==> src/rtl/uart_chan_router_pkg.sv <==
// Package: shared types, control bit positions and character-length helper
// for the UART channel mode data router.
package uart_chan_router_pkg;

    typedef enum logic [1:0] {
        CM_NORMAL = 2'd0,
        CM_ECHO   = 2'd1,
        CM_LLOOP  = 2'd2,
        CM_RLOOP  = 2'd3
    } chmode_e;

    localparam int CTRL_W    = 9;
    localparam int CB_RXRST  = 0;
    localparam int CB_TXRST  = 1;
    localparam int CB_RXEN   = 2;
    localparam int CB_RXDIS  = 3;
    localparam int CB_TXEN   = 4;
    localparam int CB_TXDIS  = 5;
    localparam logic [CTRL_W-1:0] CTRL_RESET   = 9'h128;
    localparam logic [CTRL_W-1:0] CTRL_SELFCLR = 9'h003;
    localparam int MAX_CHAR_BITS = 12;

    // Number of bit times in one character frame.
    function automatic logic [3:0] char_bits(input logic [1:0] len,
                                             input logic par,
                                             input logic two_stop);
        logic [3:0] d;
        case (len)
            2'b01:   d = 4'd7;
            2'b10:   d = 4'd6;
            default: d = 4'd8;
        endcase
        return 4'd1 + d + {3'b000, par} + (two_stop ? 4'd2 : 4'd1);
    endfunction

endpackage

==> src/rtl/chrt_ctrl.sv <==
// Control register: holds path enable/disable pairs and break bits, turns
// the two reset bits into one-cycle flush pulses and clears them.
// Assumes: a write and its flush effect are one cycle apart.
module chrt_ctrl
    import uart_chan_router_pkg::*;
(
    input  logic              clk,
    input  logic              rst_n,
    input  logic              ctrl_we,
    input  logic [CTRL_W-1:0] ctrl_wdata,
    output logic [CTRL_W-1:0] ctrl_q,
    output logic              rx_on,
    output logic              tx_on,
    output logic              rx_flush,
    output logic              tx_flush
);

    // Register update with reset bits dropped on store.
    always_ff @(posedge clk) begin
        if (!rst_n) begin
            ctrl_q <= CTRL_RESET;
        end else if (ctrl_we) begin
            ctrl_q <= ctrl_wdata & ~CTRL_SELFCLR;
        end
    end

    // One-cycle flush pulses from the self-clearing bits.
    always_ff @(posedge clk) begin
        if (!rst_n) begin
            rx_flush <= 1'b0;
            tx_flush <= 1'b0;
        end else begin
            rx_flush <= ctrl_we & ctrl_wdata[CB_RXRST];
            tx_flush <= ctrl_we & ctrl_wdata[CB_TXRST];
        end
    end

    // Path activity: enable set and disable clear.
    always_comb begin
        rx_on = ctrl_q[CB_RXEN] & ~ctrl_q[CB_RXDIS];
        tx_on = ctrl_q[CB_TXEN] & ~ctrl_q[CB_TXDIS];
    end


    selfclr_chk: assert property (@(posedge clk) disable iff (!rst_n)
        ctrl_we |=> (ctrl_q[CB_TXRST:CB_RXRST] == 2'b00));


    flush_src_chk: assert property (@(posedge clk) disable iff (!rst_n)
        (rx_flush || tx_flush) |-> $past(ctrl_we));

endmodule

==> src/rtl/chrt_route.sv <==
// Steering: decides for each line byte, break and host write which FIFO
// (if any) is pushed, and raises overflow when the target is full.
// Assumes: line_rx_vld and line_brk never coincide; FIFO full flags are
// current for the cycle (pushes are combinational).
module chrt_route
    import uart_chan_router_pkg::*;
#(
    parameter int DATA_W = 8
) (
    input  logic              clk,
    input  logic              rst_n,
    input  logic [1:0]        chan_mode,
    input  logic              rx_on,
    input  logic              tx_on,
    input  logic              line_rx_vld,
    input  logic [DATA_W-1:0] line_rx_byte,
    input  logic              line_brk,
    input  logic              host_wr,
    input  logic [DATA_W-1:0] host_wdata,
    input  logic              rxf_full,
    input  logic              txf_full,
    output logic              rxf_push,
    output logic [DATA_W-1:0] rxf_wdata,
    output logic              txf_push,
    output logic [DATA_W-1:0] txf_wdata,
    output logic              rx_ovr,
    output logic              tx_ovr
);

    chmode_e mode;
    logic    line_to_rx, line_to_tx, host_to_rx, host_to_tx;
    logic    rx_req, tx_req, host_lost;

    // Mode decode into the four candidate routes.
    always_comb begin
        mode       = chmode_e'(chan_mode);
        line_to_rx = line_rx_vld & ((mode == CM_NORMAL) | (mode == CM_ECHO));
        line_to_tx = line_rx_vld & ((mode == CM_ECHO)   | (mode == CM_RLOOP));
        host_to_tx = host_wr & (mode == CM_NORMAL);
        host_to_rx = host_wr & (mode == CM_LLOOP);
    end

    // Receive side: break beats line byte and loopback host byte.
    always_comb begin
        rx_req    = rx_on & (line_brk | line_to_rx | host_to_rx);
        host_lost = rx_on & line_brk & host_to_rx;
        if (line_brk) begin
            rxf_wdata = '0;
        end else if (line_to_rx) begin
            rxf_wdata = line_rx_byte;
        end else begin
            rxf_wdata = host_wdata;
        end
        rxf_push = rx_req & ~rxf_full;
        rx_ovr   = (rx_req & rxf_full) | host_lost;
    end

    // Transmit side: line byte (echo/remote) or host byte (normal).
    always_comb begin
        tx_req    = tx_on & (line_to_tx | host_to_tx);
        txf_wdata = line_to_tx ? line_rx_byte : host_wdata;
        txf_push  = tx_req & ~txf_full;
        tx_ovr    = tx_req & txf_full;
    end


    brk_excl_chk: assert property (@(posedge clk) disable iff (!rst_n)
        !(line_rx_vld && line_brk));


    brk_zero_chk: assert property (@(posedge clk) disable iff (!rst_n)
        (line_brk && rxf_push) |-> (rxf_wdata == '0));


    rx_ovr_chk: assert property (@(posedge clk) disable iff (!rst_n)
        (rx_ovr && !line_brk) |-> !rxf_push);


    tx_ovr_chk: assert property (@(posedge clk) disable iff (!rst_n)
        tx_ovr |-> !txf_push);


    rx_gate_chk: assert property (@(posedge clk) disable iff (!rst_n)
        (rxf_push || rx_ovr) |-> rx_on);


    tx_gate_chk: assert property (@(posedge clk) disable iff (!rst_n)
        (txf_push || tx_ovr) |-> tx_on);

endmodule

==> src/rtl/chrt_rdport.sv <==
// Host read port: pops the receive FIFO on a data-register read and
// registers the returned byte (zero when nothing could be read).
// Assumes: rxf_rdata shows the FIFO head while rxf_empty is 0.
module chrt_rdport #(
    parameter int DATA_W = 8
) (
    input  logic              clk,
    input  logic              rst_n,
    input  logic              host_rd,
    input  logic              rx_on,
    input  logic              rxf_empty,
    input  logic [DATA_W-1:0] rxf_rdata,
    output logic              rxf_pop,
    output logic [DATA_W-1:0] host_rdata
);

    // Pop only when a byte is present and the receiver is active.
    always_comb begin
        rxf_pop = host_rd & rx_on & ~rxf_empty;
    end

    // Capture the head byte, or zero, on every read.
    always_ff @(posedge clk) begin
        if (!rst_n) begin
            host_rdata <= '0;
        end else if (host_rd) begin
            host_rdata <= rxf_pop ? rxf_rdata : '0;
        end
    end


    rd_zero_chk: assert property (@(posedge clk) disable iff (!rst_n)
        (host_rd && (!rx_on || rxf_empty)) |=> (host_rdata == '0));


    rd_hold_chk: assert property (@(posedge clk) disable iff (!rst_n)
        !host_rd |=> $stable(host_rdata));

endmodule

==> src/rtl/chrt_tmo.sv <==
// Receive timeout: restarted by every accepted receive byte, counts bit
// strobes down from CHARS character times and pulses once on expiry.
// Assumes: bit_tick is a single-cycle strobe per bit time.
module chrt_tmo
    import uart_chan_router_pkg::*;
#(
    parameter int CHARS = 4
) (
    input  logic       clk,
    input  logic       rst_n,
    input  logic       restart,
    input  logic       bit_tick,
    input  logic [3:0] frame_bits,
    output logic       rx_timeout
);

    localparam int CNT_W = $clog2(CHARS * MAX_CHAR_BITS + 1);

    logic [CNT_W-1:0] cnt;
    logic [CNT_W-1:0] load;
    logic             armed;

    // Reload value: frame length times the number of characters.
    always_comb begin
        load = CNT_W'(frame_bits) * CNT_W'(CHARS);
    end

    // Countdown with reload priority and single expiry pulse.
    always_ff @(posedge clk) begin
        if (!rst_n) begin
            cnt        <= '0;
            armed      <= 1'b0;
            rx_timeout <= 1'b0;
        end else begin
            rx_timeout <= 1'b0;
            if (restart) begin
                cnt   <= load;
                armed <= 1'b1;
            end else if (armed && bit_tick) begin
                if (cnt == CNT_W'(1)) begin
                    armed      <= 1'b0;
                    rx_timeout <= 1'b1;
                end
                cnt <= cnt - CNT_W'(1);
            end
        end
    end


    tmo_tick_chk: assert property (@(posedge clk) disable iff (!rst_n)
        rx_timeout |-> $past(bit_tick));


    tmo_restart_chk: assert property (@(posedge clk) disable iff (!rst_n)
        restart |=> !rx_timeout);

endmodule

==> src/rtl/uart_chan_router.sv <==
// Top: UART channel mode data router. Connects control register,
// steering, host read port and receive timeout.
// Assumes: external FIFOs with full/empty flags and head-data output.
module uart_chan_router
    import uart_chan_router_pkg::*;
#(
    parameter int DATA_W    = 8,
    parameter int TMO_CHARS = 4
) (
    input  logic              clk,
    input  logic              rst_n,
    input  logic              ctrl_we,
    input  logic [CTRL_W-1:0] ctrl_wdata,
    output logic [CTRL_W-1:0] ctrl_q,
    input  logic [1:0]        chan_mode,
    input  logic [1:0]        len_sel,
    input  logic              par_en,
    input  logic              stop2,
    input  logic              line_rx_vld,
    input  logic [DATA_W-1:0] line_rx_byte,
    input  logic              line_brk,
    input  logic              bit_tick,
    input  logic              host_wr,
    input  logic [DATA_W-1:0] host_wdata,
    input  logic              host_rd,
    output logic [DATA_W-1:0] host_rdata,
    output logic              rxf_push,
    output logic [DATA_W-1:0] rxf_wdata,
    input  logic              rxf_full,
    output logic              rxf_pop,
    input  logic [DATA_W-1:0] rxf_rdata,
    input  logic              rxf_empty,
    output logic              rxf_flush,
    output logic              txf_push,
    output logic [DATA_W-1:0] txf_wdata,
    input  logic              txf_full,
    output logic              txf_flush,
    output logic              rx_ovr,
    output logic              tx_ovr,
    output logic              rx_timeout
);

    logic       rx_on, tx_on;
    logic [3:0] frame_bits;

    // Frame length in bit times from the line format selection.
    always_comb begin
        frame_bits = char_bits(len_sel, par_en, stop2);
    end

    chrt_ctrl u_ctrl (
        .clk        (clk),
        .rst_n      (rst_n),
        .ctrl_we    (ctrl_we),
        .ctrl_wdata (ctrl_wdata),
        .ctrl_q     (ctrl_q),
        .rx_on      (rx_on),
        .tx_on      (tx_on),
        .rx_flush   (rxf_flush),
        .tx_flush   (txf_flush)
    );

    chrt_route #(.DATA_W(DATA_W)) u_route (
        .clk          (clk),
        .rst_n        (rst_n),
        .chan_mode    (chan_mode),
        .rx_on        (rx_on),
        .tx_on        (tx_on),
        .line_rx_vld  (line_rx_vld),
        .line_rx_byte (line_rx_byte),
        .line_brk     (line_brk),
        .host_wr      (host_wr),
        .host_wdata   (host_wdata),
        .rxf_full     (rxf_full),
        .txf_full     (txf_full),
        .rxf_push     (rxf_push),
        .rxf_wdata    (rxf_wdata),
        .txf_push     (txf_push),
        .txf_wdata    (txf_wdata),
        .rx_ovr       (rx_ovr),
        .tx_ovr       (tx_ovr)
    );

    chrt_rdport #(.DATA_W(DATA_W)) u_rdport (
        .clk        (clk),
        .rst_n      (rst_n),
        .host_rd    (host_rd),
        .rx_on      (rx_on),
        .rxf_empty  (rxf_empty),
        .rxf_rdata  (rxf_rdata),
        .rxf_pop    (rxf_pop),
        .host_rdata (host_rdata)
    );

    chrt_tmo #(.CHARS(TMO_CHARS)) u_tmo (
        .clk        (clk),
        .rst_n      (rst_n),
        .restart    (rxf_push),
        .bit_tick   (bit_tick),
        .frame_bits (frame_bits),
        .rx_timeout (rx_timeout)
    );


    rst_ctrl_chk: assert property (@(posedge clk)
        $rose(rst_n) |-> (ctrl_q == CTRL_RESET));

endmodule

==> config.mk <==
export PLATFORM = sky130hd
export DESIGN_NAME = uart_chan_router
export DESIGN_NICKNAME = d
export VERILOG_FILES = /design/src/rtl/uart_chan_router_pkg.sv /design/src/rtl/chrt_ctrl.sv /design/src/rtl/chrt_route.sv /design/src/rtl/chrt_rdport.sv /design/src/rtl/chrt_tmo.sv /design/src/rtl/uart_chan_router.sv
export SDC_FILE = /design/constraint.sdc
export NUM_CORES = 1
export LEC_CHECK = 0
export BUFFER_PORTS_ARGS = -buffer_cell sky130_fd_sc_hd__buf_4
export CAP_MARGIN = 10
export CORE_MARGIN = 2
export CORE_UTILIZATION = 40
export DETAILED_ROUTE_END_ITERATION = 8
export HOLD_SLACK_MARGIN = 0.05
export PLACE_DENSITY = 0.84
export SLEW_MARGIN = 20
export SYNTH_ARGS = -nofsm -noshare
export SYNTH_HDL_FRONTEND = slang
export SYNTH_HIERARCHICAL = 1
export SYNTH_SLANG_ARGS = --single-unit
==> constraint.sdc <==
create_clock -name clk -period 1.7 [get_ports clk]
set_input_delay 0.085 -clock clk [delete_from_list [all_inputs] [get_ports clk]]
set_output_delay 0.085 -clock clk [all_outputs]
set_load 0.005 [all_outputs]
==> impl_metrics.csv, run 1 <==
group,metric,value,unit
synthesis,synth-edff-count,0,
placement,postPlaceCellArea,0.00229,sq mm
global_routing,grt_overflow,0,
timing,hold_violations,0,
finish,fin_util,0.639,
global_routing,grt_pass1_wl,6.29,mm
synthesis,ys_ff_latch,25,
finish,seq_area,500,sq um
global_routing,grt_pass1_vias,1509,
timing,finalCritPeriodShare,0.932,
synthesis,synth_xor_area_frac,0.0219,
routing,wl,4.08,mm
clock_network,cts_buffers,3,
finish,drive_above_1_share,0.461,
finish,final_area,0.00239,sq mm
synthesis,avgSynthCellArea,9.05,sq um
placement,gp_congestion,0.788,
synthesis,synth-compound-area-share,0.133,
clock_network,cts_buffer_depth,2,
timing,fin_setup_tns,0,ps
timing,skew,6.91,ps
routing,wl_per_cell,12.8,um
finish,syn2layout_area_growth,49.4,%
clock_network,clk_pin_slew,90,ps
clock_network,postCtsSetupBuffers,0,
floorplanning,rows,22,
synthesis,synth_top_family_by_area,"simple AND/OR/NAND/NOR gates",
routing,num_vias,1554,
synthesis,synth_simple_gate_area_frac,0.280,
floorplanning,dieWidth,67.3,um
worst_hold_path,min_path_type,"input pin to register",
synthesis,synthCells,177,
synthesis,ys_seq_area_frac,0.313,
floorplanning,die_area,0.00453,sq mm
global_routing,antenna_found_initial,0,
finish,fin_nets,331,
finish,stdcell_count,319,
timing,hold-worst-slack,74.6,ps
synthesis,syn_area,0.00160,sq mm
synthesis,synth.distinct_cells,44,
power,p_per_area,553,mW/mm^2
routing,first_pass_iters,6,
clock_network,clk_latency,270,ps
global_routing,grt.total_usage,0.177,
global_routing,grt_max_degree,24,
synthesis,synth_fa_ha_area_frac,0.0750,
timing,layout_min_cycle_time,1580,ps
synthesis,async_flop_share,0,
timing,rsz0062_at_grt,"no",
placement,dp_hpwl,3.20,mm
floorplanning,die_y,67.3,um
critical_path,cp-end-kind,"register",
power,ir_drop,0.000380,V
routing,antenna_left,0,
finish,multiInputGateArea,997,sq um
clock_network,cts-root-buf,"clkbuf_8",
critical_path,critPathKind,"input pin to register",
floorplanning,initial_core_util,0.428,
critical_path,critPathLaunchType,"input pin",
routing,first_iter_violations,84,
status,status,"completed",
critical_path,crit_fanout,2,
critical_path,crit_arrival,1780,ps
floorplanning,coreArea,0.00374,sq mm
synthesis,yosys_warnings,6,
clock_network,htree_levels,1,
critical_path,worstPathRequired,1900,ps
placement,place_inst,310,
synthesis,synth_flop_cell,"dfxtp_1",
power,p_leak,1.11,nW
clock_network,cts_tree,"built",
floorplanning,ios,91,
placement,port_buffers,88,
timing,fmax,0.631,GHz
finish,antenna_cells,0,
job,drv_cap,0,
synthesis,synthMuxAreaShare,0.100,
clock_network,clock_sinks,25,
routing,via_per_inst,4.87,
timing,setup_viol,0,
routing,drc,0,
finish,fill_cells,328,
timing,slew_viol_final,0,
cell usage after synthesis, types with 2 or more instances:
cell type | n | area share
nand4b_1 | 8 | 0.044
nor2b_1 | 6 | 0.023
nand2_1 | 21 | 0.049
nor2_1 | 5 | 0.012
mux2i_1 | 7 | 0.044
nand2b_2 | 7 | 0.038
dfxtp_1 | 25 | 0.31
mux2_2 | 8 | 0.056
buf_6 | 3 | 0.021
a21boi_1 | 8 | 0.038
buf_4 | 3 | 0.014
a31oi_1 | 4 | 0.016
ha_1 | 8 | 0.063
o21ai_0 | 9 | 0.028
xnor2_1 | 2 | 0.011
a21oi_1 | 10 | 0.031
and3_2 | 2 | 0.0094
inv_1 | 11 | 0.026
and3b_2 | 2 | 0.013
xor2_1 | 2 | 0.011
nand2b_1 | 3 | 0.012
state kept, by name, indices dropped and copies added (netlist names):
name and count:
u_rdport/host_rdata 8, u_ctrl/rx_flush 1, u_tmo/cnt 6, u_tmo/armed 1
u_ctrl/ctrl_q 7, u_ctrl/tx_flush 1, u_tmo/rx_timeout 1
where the power goes:
| part | leakage [nW] | internal, W | switching (W) | total (W) |
|---|---|---|---|---|
| clock network | 0.0217 | 0.000166 | 0.000191 | 0.000357 |
| logic | 0.888 | 0.000216 | 0.000142 | 0.000358 |
| registers | 0.203 | 0.000600 | 0.00000919 | 0.000609 |
through the flow:
step	total power, W	setup slack [ps]
5_1_grt	0.00141	21.4
2_1_floorplan	0.000787	0.244
3_5_place_dp	0.000972	-198
6_report	0.00132	115
4_1_cts	0.00134	96.7
3_3_place_gp	0.000962	-127
kinds of logic after synthesis:
group	after synthesis
compound gates	35
xor+xnor	4
fa+ha+maj	9
buf+inv	20
flops	25
mux	15
other cells	1
simple gates	68
worst paths after layout:
check	from	to	slack, ps	depth (start not counted)
worst min register to register	u_rdport/host_rdata[0]$_SDFFE_PN0P_	u_rdport/host_rdata[0]$_SDFFE_PN0P_	470	2
worst max register to register	u_ctrl/ctrl_q[2]$_SDFFE_PN0P_	u_tmo/cnt[2]$_SDFFE_PN0P_	220	5
worst max-delay path	len_sel[1]	u_tmo/cnt[5]$_SDFFE_PN0P_	120	12
worst min-delay path	ctrl_wdata[4]	u_ctrl/ctrl_q[4]$_SDFFE_PN0P_	70	3
worst max-delay path, stage by stage:
cell	delay [ps]
buf_4	80
inv_1	50
ha_4	260
inv_1	50
ha_1	270
inv_1	60
ha_1	280
a21o_1	180
a21oi_2	120
xnor2_1	120
o21ai_1	70
a31oi_1	140
layer usage:
layer  share of wire  GRT usage  up-vias
li1                -          -      796
met1            0.40      0.196      717
met2            0.54      0.338       39
met3           0.059     0.0483        2
met4          0.0017     0.0306        0
met5               0          0        -
final cells by class:
class                           count  area share
Inverter                           12      0.0188
Timing Repair Buffer               97       0.310
Tap cell                           48      0.0251
Multi-Input combinational cell    133       0.417
Clock buffer                        3      0.0173
Sequential cell                    25       0.209
Clock inverter                      1     0.00314
placed cells by master (no fill, tap or decap), types with 3 or more instances in the layout:
cell type and n:
a21boi_1 8, a21oi_1 10, a31oi_1 4, buf_4 92
clkbuf_8 3, dfxtp_1 25, dlygate4sd3_1 5, ha_1 7
inv_1 11, mux2_2 8, mux2i_1 7, nand2_1 21
nand2b_1 3, nand2b_2 7, nand4b_1 8, nor2_1 5
nor2b_1 6, o21ai_0 8
what timing repair did:
action / 4_1_cts / 5_1_grt
hold buffers: 4 / 1
endpoints found under the hold margin: 5 / 1
setup endpoints to repair: 0 / 1
gates resized for setup: 0 / 1
(Power assumes the default switching activity.)
==> inputs of run 2 (changes only) <==
==> constraint.sdc (replaced) <==
create_clock -name clk -period 1.35 [get_ports clk]
set_input_delay 0.0675 -clock clk [delete_from_list [all_inputs] [get_ports clk]]
set_output_delay 0.0675 -clock clk [all_outputs]
set_load 0.005 [all_outputs]
==> impl_metrics.csv, run 2 (synthesis gave the netlist of run 1 again) <==
group,metric,value,unit
critical_path,worstPathRequired,1550,ps
finish,most-common-layout-cells,"buf_4, dfxtp_1, nand2_1",
timing,fmax,0.725,GHz
global_routing,grt.total_usage,0.191,
status,violations,"negative setup slack",
worst_hold_path,min_path_type,"input pin to register",
floorplanning,ios,91,
floorplanning,die_area,0.00453,sq mm
critical_path,crit_arrival,1580,ps
placement,place_inst,321,
timing,fin_setup_tns,-29.8,ps
timing,slew_viol_final,0,
routing,first_pass_iters,4,
floorplanning,die_y,67.3,um
floorplanning,dieWidth,67.3,um
global_routing,antenna_found_initial,0,
global_routing,grt_pass1_vias,1570,
routing,drc,0,
floorplanning,coreArea,0.00374,sq mm
timing,layout_min_cycle_time,1380,ps
global_routing,grt_overflow,0,
finish,drive_above_1_share,0.523,
power,power_frac_clock,0.261,
clock_network,clock_sinks,25,
clock_network,clk_latency,270,ps
power,swShare,0.265,
clock_network,cts_buffer_depth,2,
power,p_leak,1.19,nW
floorplanning,rows,22,
placement,postPlaceCellArea,0.00245,sq mm
power,seqPwrFrac,0.439,
clock_network,cts-root-buf,"clkbuf_8",
finish,final_area,0.00260,sq mm
finish,top_register,"u_rdport/host_rdata",
timing,rsz0062_at_grt,"yes",
critical_path,critPathLaunchType,"input pin",
power,p_switching,0.000463,W
finish,layout.cells.most_common,"buf_4",
finish,largest_reg_flops,8,
finish,stdcell_count,333,
timing,setup_viol,1,
finish,fin_util,0.694,
clock_network,htree_levels,1,
critical_path,crit_fanout,2,
finish,antenna_cells,0,
routing,via_per_inst,4.84,
clock_network,cts_tree,"built",
power,p_per_area,672,mW/mm^2
finish,syn2layout_area_growth,62.3,%
critical_path,critPathKind,"input pin to register",
routing,wl,4.29,mm
power,p_comb_frac,0.301,
routing,antenna_left,0,
finish,fin_nets,345,
timing,timing.final.ws_setup,-29.8,ps
timing,hold-worst-slack,61.3,ps
clock_network,clk_pin_slew,90,ps
global_routing,grt_pass1_wl,6.79,mm
routing,wl_per_cell,12.9,um
placement,dp_hpwl,3.29,mm
critical_path,cp-end-kind,"register",
job,drv_cap,0,
finish,top_regs,"u_rdport/host_rdata (8), u_ctrl/ctrl_q (7), u_tmo/cnt (6)",
clock_network,cts_buffers,3,
timing,finalCritPeriodShare,1.02,
status,status,"finished, violations left",
timing,skew,3.16,ps
global_routing,grt_max_degree,24,
placement,port_buffers,88,
routing,first_iter_violations,63,
routing,num_vias,1611,
placement,gp_congestion,0.804,
timing,hold_violations,0,
power,p_int,0.00128,W
floorplanning,initial_core_util,0.428,
power,ir_drop,0.000795,V
[run 2: worst max-delay path: stages]
cell and delay [ps]:
buf_8 90, inv_12 30, ha_4 260, inv_4 40, ha_4 260, inv_4 40, ha_4 200, a21o_1 160
a21oi_2 120, xnor2_1 120, o21ai_1 70, a31oi_1 130
[run 2: final timing paths]
path	to	slack, ps	start	depth (start not counted)
max	u_tmo/cnt[5]$_SDFFE_PN0P_	-30	len_sel[1]	12
min reg2reg	u_rdport/host_rdata[2]$_SDFFE_PN0P_	470	u_rdport/host_rdata[2]$_SDFFE_PN0P_	2
max reg2reg	u_tmo/cnt[4]$_SDFFE_PN0P_	60	u_tmo/cnt[0]$_SDFFE_PP0P_	5
min	u_ctrl/ctrl_q[6]$_SDFFE_PN0P_	60	ctrl_wdata[6]	3
[run 2: layout make-up]
cell class	count	area, sq um
flip-flops and latches	25	502
inverters	12	62.6
clock buffers	3	41.3
well taps	48	60.1
multi-input cells	133	1060
fillers	325	1140
clock inverters	1	7.51
repair buffers	111	862
[run 2: routing by layer]
layer	part of all wire	GRT usage	routed length [um]
met5	0	0	0
met4	0.0023	0.0179	10
met1	0.42	0.223	1780
met2	0.54	0.370	2320
met3	0.040	0.0367	172
[run 2: what timing repair did]
action,in CTS,in global routing
pin swaps,3,5
endpoints found under the setup margin,4,9
hold buffers,7,0
cloned,0,0
gates resized for setup,3,5
hold endpoints to repair,8,0
buffers inserted,1,0
[run 2: power groups by stage]
stage | logic, W | registers, W | clock network [W]
after floorplan | 0.000243 | 0.000784 | 0
after global placement | 0.000491 | 0.000781 | 0
after detailed placement | 0.000502 | 0.000782 | 0
after CTS | 0.000525 | 0.000765 | 0.000468
after global routing | 0.000580 | 0.000769 | 0.000487
final | 0.000525 | 0.000767 | 0.000455
[run 2: through the flow]
stage          worst slack [ps]  power, W
2_1_floorplan              -164   0.00103
3_3_place_gp               -343   0.00127
3_5_place_dp               -377   0.00128
4_1_cts                   -47.1   0.00176
5_1_grt                   -88.6   0.00184
6_report                  -29.8   0.00175
